File: config.mk
export PLATFORM = sky130hd
export DESIGN_NAME = lazy_inval_queue
export DESIGN_NICKNAME = d
export VERILOG_FILES = /design/src/rtl/invq_pkg.sv /design/src/rtl/invq_fifo.sv /design/src/rtl/invq_fence.sv /design/src/rtl/lazy_inval_queue.sv
export SDC_FILE = /design/constraint.sdc
export NUM_CORES = 1
export LEC_CHECK = 0
export ABC_AREA = 0
export BUFFER_PORTS_ARGS = -buffer_cell sky130_fd_sc_hd__buf_2
export CORE_MARGIN = 5
export CORE_UTILIZATION = 61
export DETAILED_ROUTE_END_ITERATION = 8
export MAX_ROUTING_LAYER = met4
export PLACE_DENSITY = 0.9
export SLEW_MARGIN = 20
export SYNTH_ARGS = -nofsm -noshare
export SYNTH_HDL_FRONTEND = slang
export SYNTH_SLANG_ARGS = --single-unit
File: constraint.sdc
create_clock -name clk -period 5.9 [get_ports clk]
set_clock_uncertainty 0.2 [all_clocks]
set_input_delay 0.885 -clock clk [delete_from_list [all_inputs] [get_ports clk]]
set_output_delay 0.885 -clock clk [all_outputs]
set_load 0.05 [all_outputs]
File: src/rtl/invq_pkg.sv
package invq_pkg;

    // Why the head entry does or does not leave the queue this cycle.
    typedef enum logic [1:0] {
        DRN_IDLE   = 2'd0,   // nothing to drain, or cache port taken
        DRN_FREE   = 2'd1,   // cache port idle, normal lazy drain
        DRN_FORCED = 2'd2    // fence pending, drain ahead of other traffic
    } drain_kind_e;

    // Fence tracker state.
    typedef struct packed {
        logic pending;
        logic done;
    } fence_state_t;

    function automatic drain_kind_e pick_drain(input logic empty,
                                               input logic fence_pend,
                                               input logic busy);
        if (empty)           return DRN_IDLE;
        else if (fence_pend) return DRN_FORCED;
        else if (busy)       return DRN_IDLE;
        else                 return DRN_FREE;
    endfunction

endpackage

File: src/rtl/invq_fifo.sv
module invq_fifo #(
    parameter int ADDR_W = 32,
    parameter int DEPTH  = 8,
    localparam int PTR_W = (DEPTH > 1) ? $clog2(DEPTH) : 1,
    localparam int CNT_W = $clog2(DEPTH + 1)
) (
    input  logic              clk,
    input  logic              rst,
    input  logic              push,
    input  logic [ADDR_W-1:0] push_addr,
    input  logic              pop,
    input  logic [ADDR_W-1:0] look_addr,
    output logic [ADDR_W-1:0] head_addr,
    output logic [CNT_W-1:0]  count,
    output logic              full,
    output logic              empty,
    output logic              look_hit
);

    localparam logic [PTR_W-1:0] LAST = PTR_W'(DEPTH - 1);
    localparam logic [CNT_W-1:0] CAP  = CNT_W'(DEPTH);

    logic [ADDR_W-1:0] slot_addr [DEPTH];
    logic [DEPTH-1:0]  slot_vld;
    logic [PTR_W-1:0]  wr_ptr, rd_ptr;
    logic [DEPTH-1:0]  match;

    function automatic logic [PTR_W-1:0] step_ptr(input logic [PTR_W-1:0] p);
        return (p == LAST) ? '0 : p + 1'b1;
    endfunction

    assign full      = (count == CAP);
    assign empty     = (count == '0);
    assign head_addr = slot_addr[rd_ptr];

    always_ff @(posedge clk) begin
        if (rst) begin
            wr_ptr   <= '0;
            rd_ptr   <= '0;
            count    <= '0;
            slot_vld <= '0;
        end else begin
            if (pop) begin
                slot_vld[rd_ptr] <= 1'b0;
                rd_ptr           <= step_ptr(rd_ptr);
            end
            if (push) begin
                slot_vld[wr_ptr] <= 1'b1;
                wr_ptr           <= step_ptr(wr_ptr);
            end
            case ({push, pop})
                2'b10:   count <= count + 1'b1;
                2'b01:   count <= count - 1'b1;
                default: count <= count;
            endcase
        end
    end

    always_ff @(posedge clk) begin
        if (push) slot_addr[wr_ptr] <= push_addr;
    end

    // Associative search over every held slot.
    for (genvar i = 0; i < DEPTH; i++) begin : g_cmp
        assign match[i] = slot_vld[i] && (slot_addr[i] == look_addr);
    end
    assign look_hit = |match;

    // a push is only presented when room exists
    p_no_overflow_r3: assert property (@(posedge clk) disable iff (rst)
        push |-> !full);
    // held count bounded
    p_count_bound_r3: assert property (@(posedge clk) disable iff (rst)
        count <= CAP);
    // a lone push grows the queue by exactly one
    p_push_grows_r2: assert property (@(posedge clk) disable iff (rst)
        (push && !pop) |=> count == $past(count) + 1'b1);
    // valid flags track the count that the lookup relies on
    p_vld_count_r5: assert property (@(posedge clk) disable iff (rst)
        $countones(slot_vld) == int'(count));
    // nothing drains from an empty queue
    p_no_underflow_r4: assert property (@(posedge clk) disable iff (rst)
        pop |-> !empty);

endmodule

File: src/rtl/invq_fence.sv
module invq_fence
    import invq_pkg::*;
#(
    parameter int DEPTH  = 8,
    localparam int CNT_W = $clog2(DEPTH + 1)
) (
    input  logic             clk,
    input  logic             rst,
    input  logic             req,
    input  logic [CNT_W-1:0] q_count,
    input  logic             pop,
    output fence_state_t     st
);

    logic [CNT_W-1:0] remain_q;
    logic [CNT_W-1:0] remain_now;
    logic             start;

    // A request only starts a fence when none is running.
    assign start = req && !st.pending;

    // Entries still owed: snapshot of the held count at the request, never
    // the entries that arrive later, minus the one leaving now.
    always_comb begin
        remain_now = '0;
        if (start)           remain_now = q_count  - CNT_W'(pop);
        else if (st.pending) remain_now = remain_q - CNT_W'(pop);
    end

    always_ff @(posedge clk) begin
        if (rst) begin
            st       <= '0;
            remain_q <= '0;
        end else begin
            st.done <= 1'b0;
            if (start || st.pending) begin
                if (remain_now == '0) begin
                    st.pending <= 1'b0;
                    st.done    <= 1'b1;
                end else begin
                    st.pending <= 1'b1;
                end
                remain_q <= remain_now;
            end
        end
    end

    // completion only follows a request or a pending fence
    p_done_cause_r7: assert property (@(posedge clk) disable iff (rst)
        st.done |-> $past(req || st.pending));
    // owed entries never grow while a fence waits
    p_owed_shrinks_r8: assert property (@(posedge clk) disable iff (rst)
        (st.pending && $past(st.pending)) |-> remain_q <= $past(remain_q));
    // completion and pending are never both up
    p_done_excl_r9: assert property (@(posedge clk) disable iff (rst)
        !(st.done && st.pending));

endmodule

File: src/rtl/lazy_inval_queue.sv
module lazy_inval_queue
    import invq_pkg::*;
#(
    parameter int ADDR_W = 32,
    parameter int DEPTH  = 8
) (
    input  logic              clk,
    input  logic              rst,
    input  logic              inv_valid,
    input  logic [ADDR_W-1:0] inv_addr,
    output logic              inv_ack,
    input  logic              cache_busy,
    output logic              clr_valid,
    output logic [ADDR_W-1:0] clr_addr,
    input  logic              fence_req,
    output logic              fence_done,
    input  logic [ADDR_W-1:0] look_addr,
    output logic              look_hit
);

    localparam int CNT_W = $clog2(DEPTH + 1);

    logic             push, pop, q_full, q_empty;
    logic [CNT_W-1:0] q_count;
    fence_state_t     fst;
    drain_kind_e      drain;

    assign push    = inv_valid && !q_full;
    assign inv_ack = push;

    assign drain     = pick_drain(q_empty, fst.pending, cache_busy);
    assign pop       = (drain != DRN_IDLE);
    assign clr_valid = pop;
    assign fence_done = fst.done;

    invq_fifo #(.ADDR_W(ADDR_W), .DEPTH(DEPTH)) u_fifo (
        .clk       (clk),
        .rst       (rst),
        .push      (push),
        .push_addr (inv_addr),
        .pop       (pop),
        .look_addr (look_addr),
        .head_addr (clr_addr),
        .count     (q_count),
        .full      (q_full),
        .empty     (q_empty),
        .look_hit  (look_hit)
    );

    invq_fence #(.DEPTH(DEPTH)) u_fence (
        .clk     (clk),
        .rst     (rst),
        .req     (fence_req),
        .q_count (q_count),
        .pop     (pop),
        .st      (fst)
    );

    // a busy cache port with no fence sees no clears
    p_busy_hold_r4: assert property (@(posedge clk) disable iff (rst)
        (cache_busy && !fst.pending) |-> !clr_valid);
    // a pending fence with work queued always drains
    p_forced_drain_r6: assert property (@(posedge clk) disable iff (rst)
        (fst.pending && !q_empty) |-> clr_valid);
    // the first cycle after reset is quiet
    p_reset_quiet_r1: assert property (@(posedge clk)
        $past(rst) |-> (!clr_valid && !fence_done && !look_hit));

endmodule

# Word-level counts from Yosys, hierarchy flattened
# Memory sizes are Yosys's and may differ from the RTL's. A register that Yosys moved wholly into a read port is not among the register bits.
# Cells that the tools add are included.
# classes
reduce_logical,21
add_sub_neg,6
eq_ne,13
magnitude_cmp,4
n_bitwise,4
muxes,21
# ops
cell,count
32-bit equality test,8
8-bit 2-to-1 mux,3
1-bit logical AND,12
3-bit 2-to-1 mux,4
8-bit AND,1
4-bit logical NOT,2
"3-bit by 4-bit less-than comparator with 1-bit output, second input constant",2
4-bit 2-to-1 mux,2
8-bit inverter,1
8-bit OR,1
4-bit one-hot mux with 2 select lines,1
8-bit OR reduction,1
4-bit by 1-bit subtractor with 4-bit output,2
1-bit 2-to-1 mux,7
"3-bit by 1-bit adder with 3-bit output, second input constant",2
1-bit demux with 3-bit select,2
"3-bit equality test, second input constant",2
"3-bit by 1-bit >= comparator with 1-bit output, second input constant",2
"4-bit by 1-bit adder with 4-bit output, second input constant",1
"4-bit equality test, second input constant",1
2-bit 2-to-1 mux,2
2-bit nonzero test,2
"4-bit by 1-bit subtractor with 4-bit output, second input constant",1
"2-bit by 1-bit equality test with 1-bit output, second input constant",1
5 further kinds,6
# totals
ramBits,256
mem_count,1
output_inout_bits,36
regBits,24
inputBits,69
elab_cells,77
# mem_list
name,words,width,read_ports,rd_clocked_by_memory_dff,write_ports,line_no,rtl
u_fifo.slot_addr,8,32,9,1,1,invq_fifo.sv:23,logic [ADDR_W-1:0] slot_addr [DEPTH];

# Logic depth before layout (Yosys ltp)
# logic_depth
ltp_word,10
depth_mapped,11
mapped_depth_nobuf,10

# By module
# A second synthesis with hierarchy kept.
# hier_totals
hier_cells,911
area_unflattened_um2,14141.1
# modules_own_cells
module,area_per_inst_um2,seq_area_each_um2,cells_per_inst,n_inst
invq_fifo,13671.9,8107.8,860,1
invq_fence,450.4,120.1,48,1
lazy_inval_queue,18.8,0.0,3,1

# Least setup slack after synthesis
# No wires, ideal clock.
# synth_timing
path_kind,input to register
start,in inv_valid
end,"mem u_fifo.slot_addr[0][0], enable pin"
required_time_ns,5.195
setup_time_ns,0.505
stages,3
arrival_ns,4.230
n_path_buf,1
setup_slack_ns,0.965
path_cell_list,nand2_1 buf_2 nor4_1
# synth_via
elab_chain_len,3
# synth_rtl
element,line_no,rtl
from (decl),lazy_inval_queue.sv:9,"input logic inv_valid,"
1-bit logical AND,lazy_inval_queue.sv:28,assign push = inv_valid && !q_full;
1-bit 2-to-1 mux,invq_fifo.sv:60,if (push) slot_addr[wr_ptr] <= push_addr;
1-bit 2-to-1 mux (not written as such),invq_fifo.sv:60,
to (decl),invq_fifo.sv:23,
# No other way between the ends.

==> results.toml <==
[drt]
avgRoutedWirePerCell_um = 30.19
first_pass_iters = 5
first_iter_violations = 1463
via_per_inst = 6.638
drc = 0
vias = 8703
routed_wl_um = 39580
ant_nets = 0

[clock_network]
cts.repair.resized = 0
post_cts_buffers = 0
cts-root-buf = "clkbuf_16"
htree_levels = 1
clockBufferDepth = 3
hold_buffers = 0
cts_tree = "built"
cts.sinks = 283
cts_made_buffers = 28
clk_transition_reported_paths_ps = 60
clkLatencyLatePin_ps = 540

[die]
rows = 55
io_pins = 105
initial_core_util = 0.6202
die_h_um = 162.0
die_area_um2 = 26230
core_area_um2 = 22710
die_w_um = 162.0

[sta]
post-route-min-period_ps = 4198
relSlewSlack = 0.2264
hold_slack_ps = 307.8
setup_viol = 0
rsz0062_at_grt = "false"
worst_pin_slew_ps = 1160
fin_crit_sh = 0.7115
final_max_slew_viol_count = 0
finalHoldViolCount = 0
max_freq_ghz = 0.2382
setup_tns_ps = 0
setup_slack_ps = 1702

[placed_design]
gp_congestion = 1.054
io_buffers = 104
placedCellCount = 1259
pre_cts_slack_ps = 1804
dpl.hpwl_um = 28620

[cells_and_area]
fin_cells = 1311
multi_input_area_um2 = 5354
nFillCells = 1539
nets = 1085
antennaDiodeCount = 0
regArea_um2 = 8234
layout-drive-gt1-share = 0.2632
area_delta_synth_final_pct = 9.843

[logic_synthesis]
ys_warn_count = 0
yosysUniqueCellTypes = 38
mappedNetlistNets = 992
synth_cells = 911
synth-seq-cells = 283
avgSynthCellArea_um2 = 15.46
synth-main-ff-cell = "edfxtp_1"
synth_edf_count = 256
ys_seq_area_frac = 0.5842
async_flop_share = 0
netlist_area_um2 = 14080

[power_and_ir_drop]
p_leak_nw = 5.139
power_density_nw_per_um2 = 384.2
power_mw = 5.944
vdd_drop_max_mv = 0.3689

[global_route]
grt_pass1_vias = 8600
grt_pass1_wl_um = 57500
grt_antenna_before_repair = 0
grt_overflow = 0
grt_max_degree = 39
track_usage = 0.3095

[worst_hold_path]
min_delay_path_depth = 2
hold_class = "reg -> reg"

[worst_setup_path]
worstPathRequired_ps = 4820
crit_chain = "buf_4, mux4_2, mux2_2, buf_2"
r2r_slack_ps = 2860
endpoint_kind = "primary output"
crit_fanout = 38
reg2regPathDepth = 7
critPathSlowestCell = "dfxtp_2"
cp_slowest_stage_delay_ps = 1070
worstSetupPathType = "reg -> out"
critPathLaunchType = "flop"
arrival_ps = 3110

[status]
status = "complete, no violations"

[job]
maxCapViolations = 0
## per-layer routing
layer,up-vias,global-route usage,routed length [µm]
met1,4364,0.4272,14870
met5,-,-,0
li1,3629,-,-
met2,631,0.4846,18870
met3,79,0.05303,4466
met4,0,0.08612,1383
## critical path: cells and delay by family (launching register included)
family	cells	cell delay (ps)
mux	2	680
buf+inv	2	750
flops	1	1070
## flip-flops by register name, indices dropped and copies added (netlist names), named ones only
register,count
u_fence.remain_q,4
u_fence.st,2
u_fifo.count,4
u_fifo.rd_ptr,3
u_fifo.slot_addr,256
u_fifo.slot_vld,8
u_fifo.wr_ptr,3
## Yosys cell counts (5+ instances only)
library cell	number	area, µm²
a21oi_1	20	100.1
buf_2	7	35.03
buf_4	13	97.59
buf_6	27	304.0
clkbuf_1	6	22.52
dfxtp_1	27	540.5
edfxtp_1	256	7687
ha_1	11	137.6
inv_1	15	56.30
mux2_2	34	382.9
mux4_2	64	1441
nand2_1	17	63.81
nand2b_1	5	31.28
nand3_1	9	45.04
nand4_1	40	250.2
nor2_1	15	56.30
nor3_1	13	65.06
nor4_1	34	212.7
o21ai_0	12	60.06
xnor2_1	134	1174
xor2_1	125	1095
## final timing paths
check / start / to
max: flop / clr_addr[9]
min: u_fifo.rd_ptr[2]$_SDFFE_PP0N_ / flop
max reg2reg: u_fifo.count[2]$_SDFFE_PP0P_ / u_fifo.slot_addr[7][10]$_DFFE_PP_
min reg2reg: u_fifo.rd_ptr[2]$_SDFFE_PP0N_ / flop
## layout by cell type (no fill, tap or decap), types with 11 or more instances in the layout
cell	n
xor2_1	125
ha_1	11
clkbuf_16	29
nor2_1	15
buf_2	104
a21oi_1	20
xnor2_1	134
nand4_1	40
buf_4	13
nand2_1	17
o21ai_0	12
mux4_2	64
nor4_1	33
inv_1	15
edfxtp_1	256
mux2_2	34
dfxtp_1	24
nor3_1	11
## stage by stage
stage | utilization | instance area, µm²
after global placement | 0.6437 | 14620
final | 0.6813 | 15470
after global routing | 0.6813 | 15470
after detailed placement | 0.6437 | 14620
after CTS | 0.6813 | 15470
after floorplan | - | 14080
## cells by family after synthesis
group | Yosys count | synth area share
XOR/XNOR | 259 | 0.1611
AND/OR/NAND/NOR | 145 | 0.05730
adder cells (fa/ha/maj) | 12 | 0.01119
buffers and inverters | 69 | 0.03686
flip-flops | 283 | 0.5842
multiplexers | 98 | 0.1295
AO/OA/AOI/OAI | 45 | 0.01990
## cell type report
type | count | area share
Clock inverter | 10 | 0.003397
Timing Repair Buffer | 117 | 0.03995
Inverter | 15 | 0.003639
Tap cell | 285 | 0.02305
Multi-Input combinational cell | 559 | 0.3461
Sequential cell | 283 | 0.5322
Clock buffer | 42 | 0.05168
## where the power goes
part	switching [mW]	internal, mW
Sequential	0.183	2.32
Combinational	1.07	0.700
Clock	0.735	0.935
Total	1.99	3.96
Power figures use the tool's default switching activity.
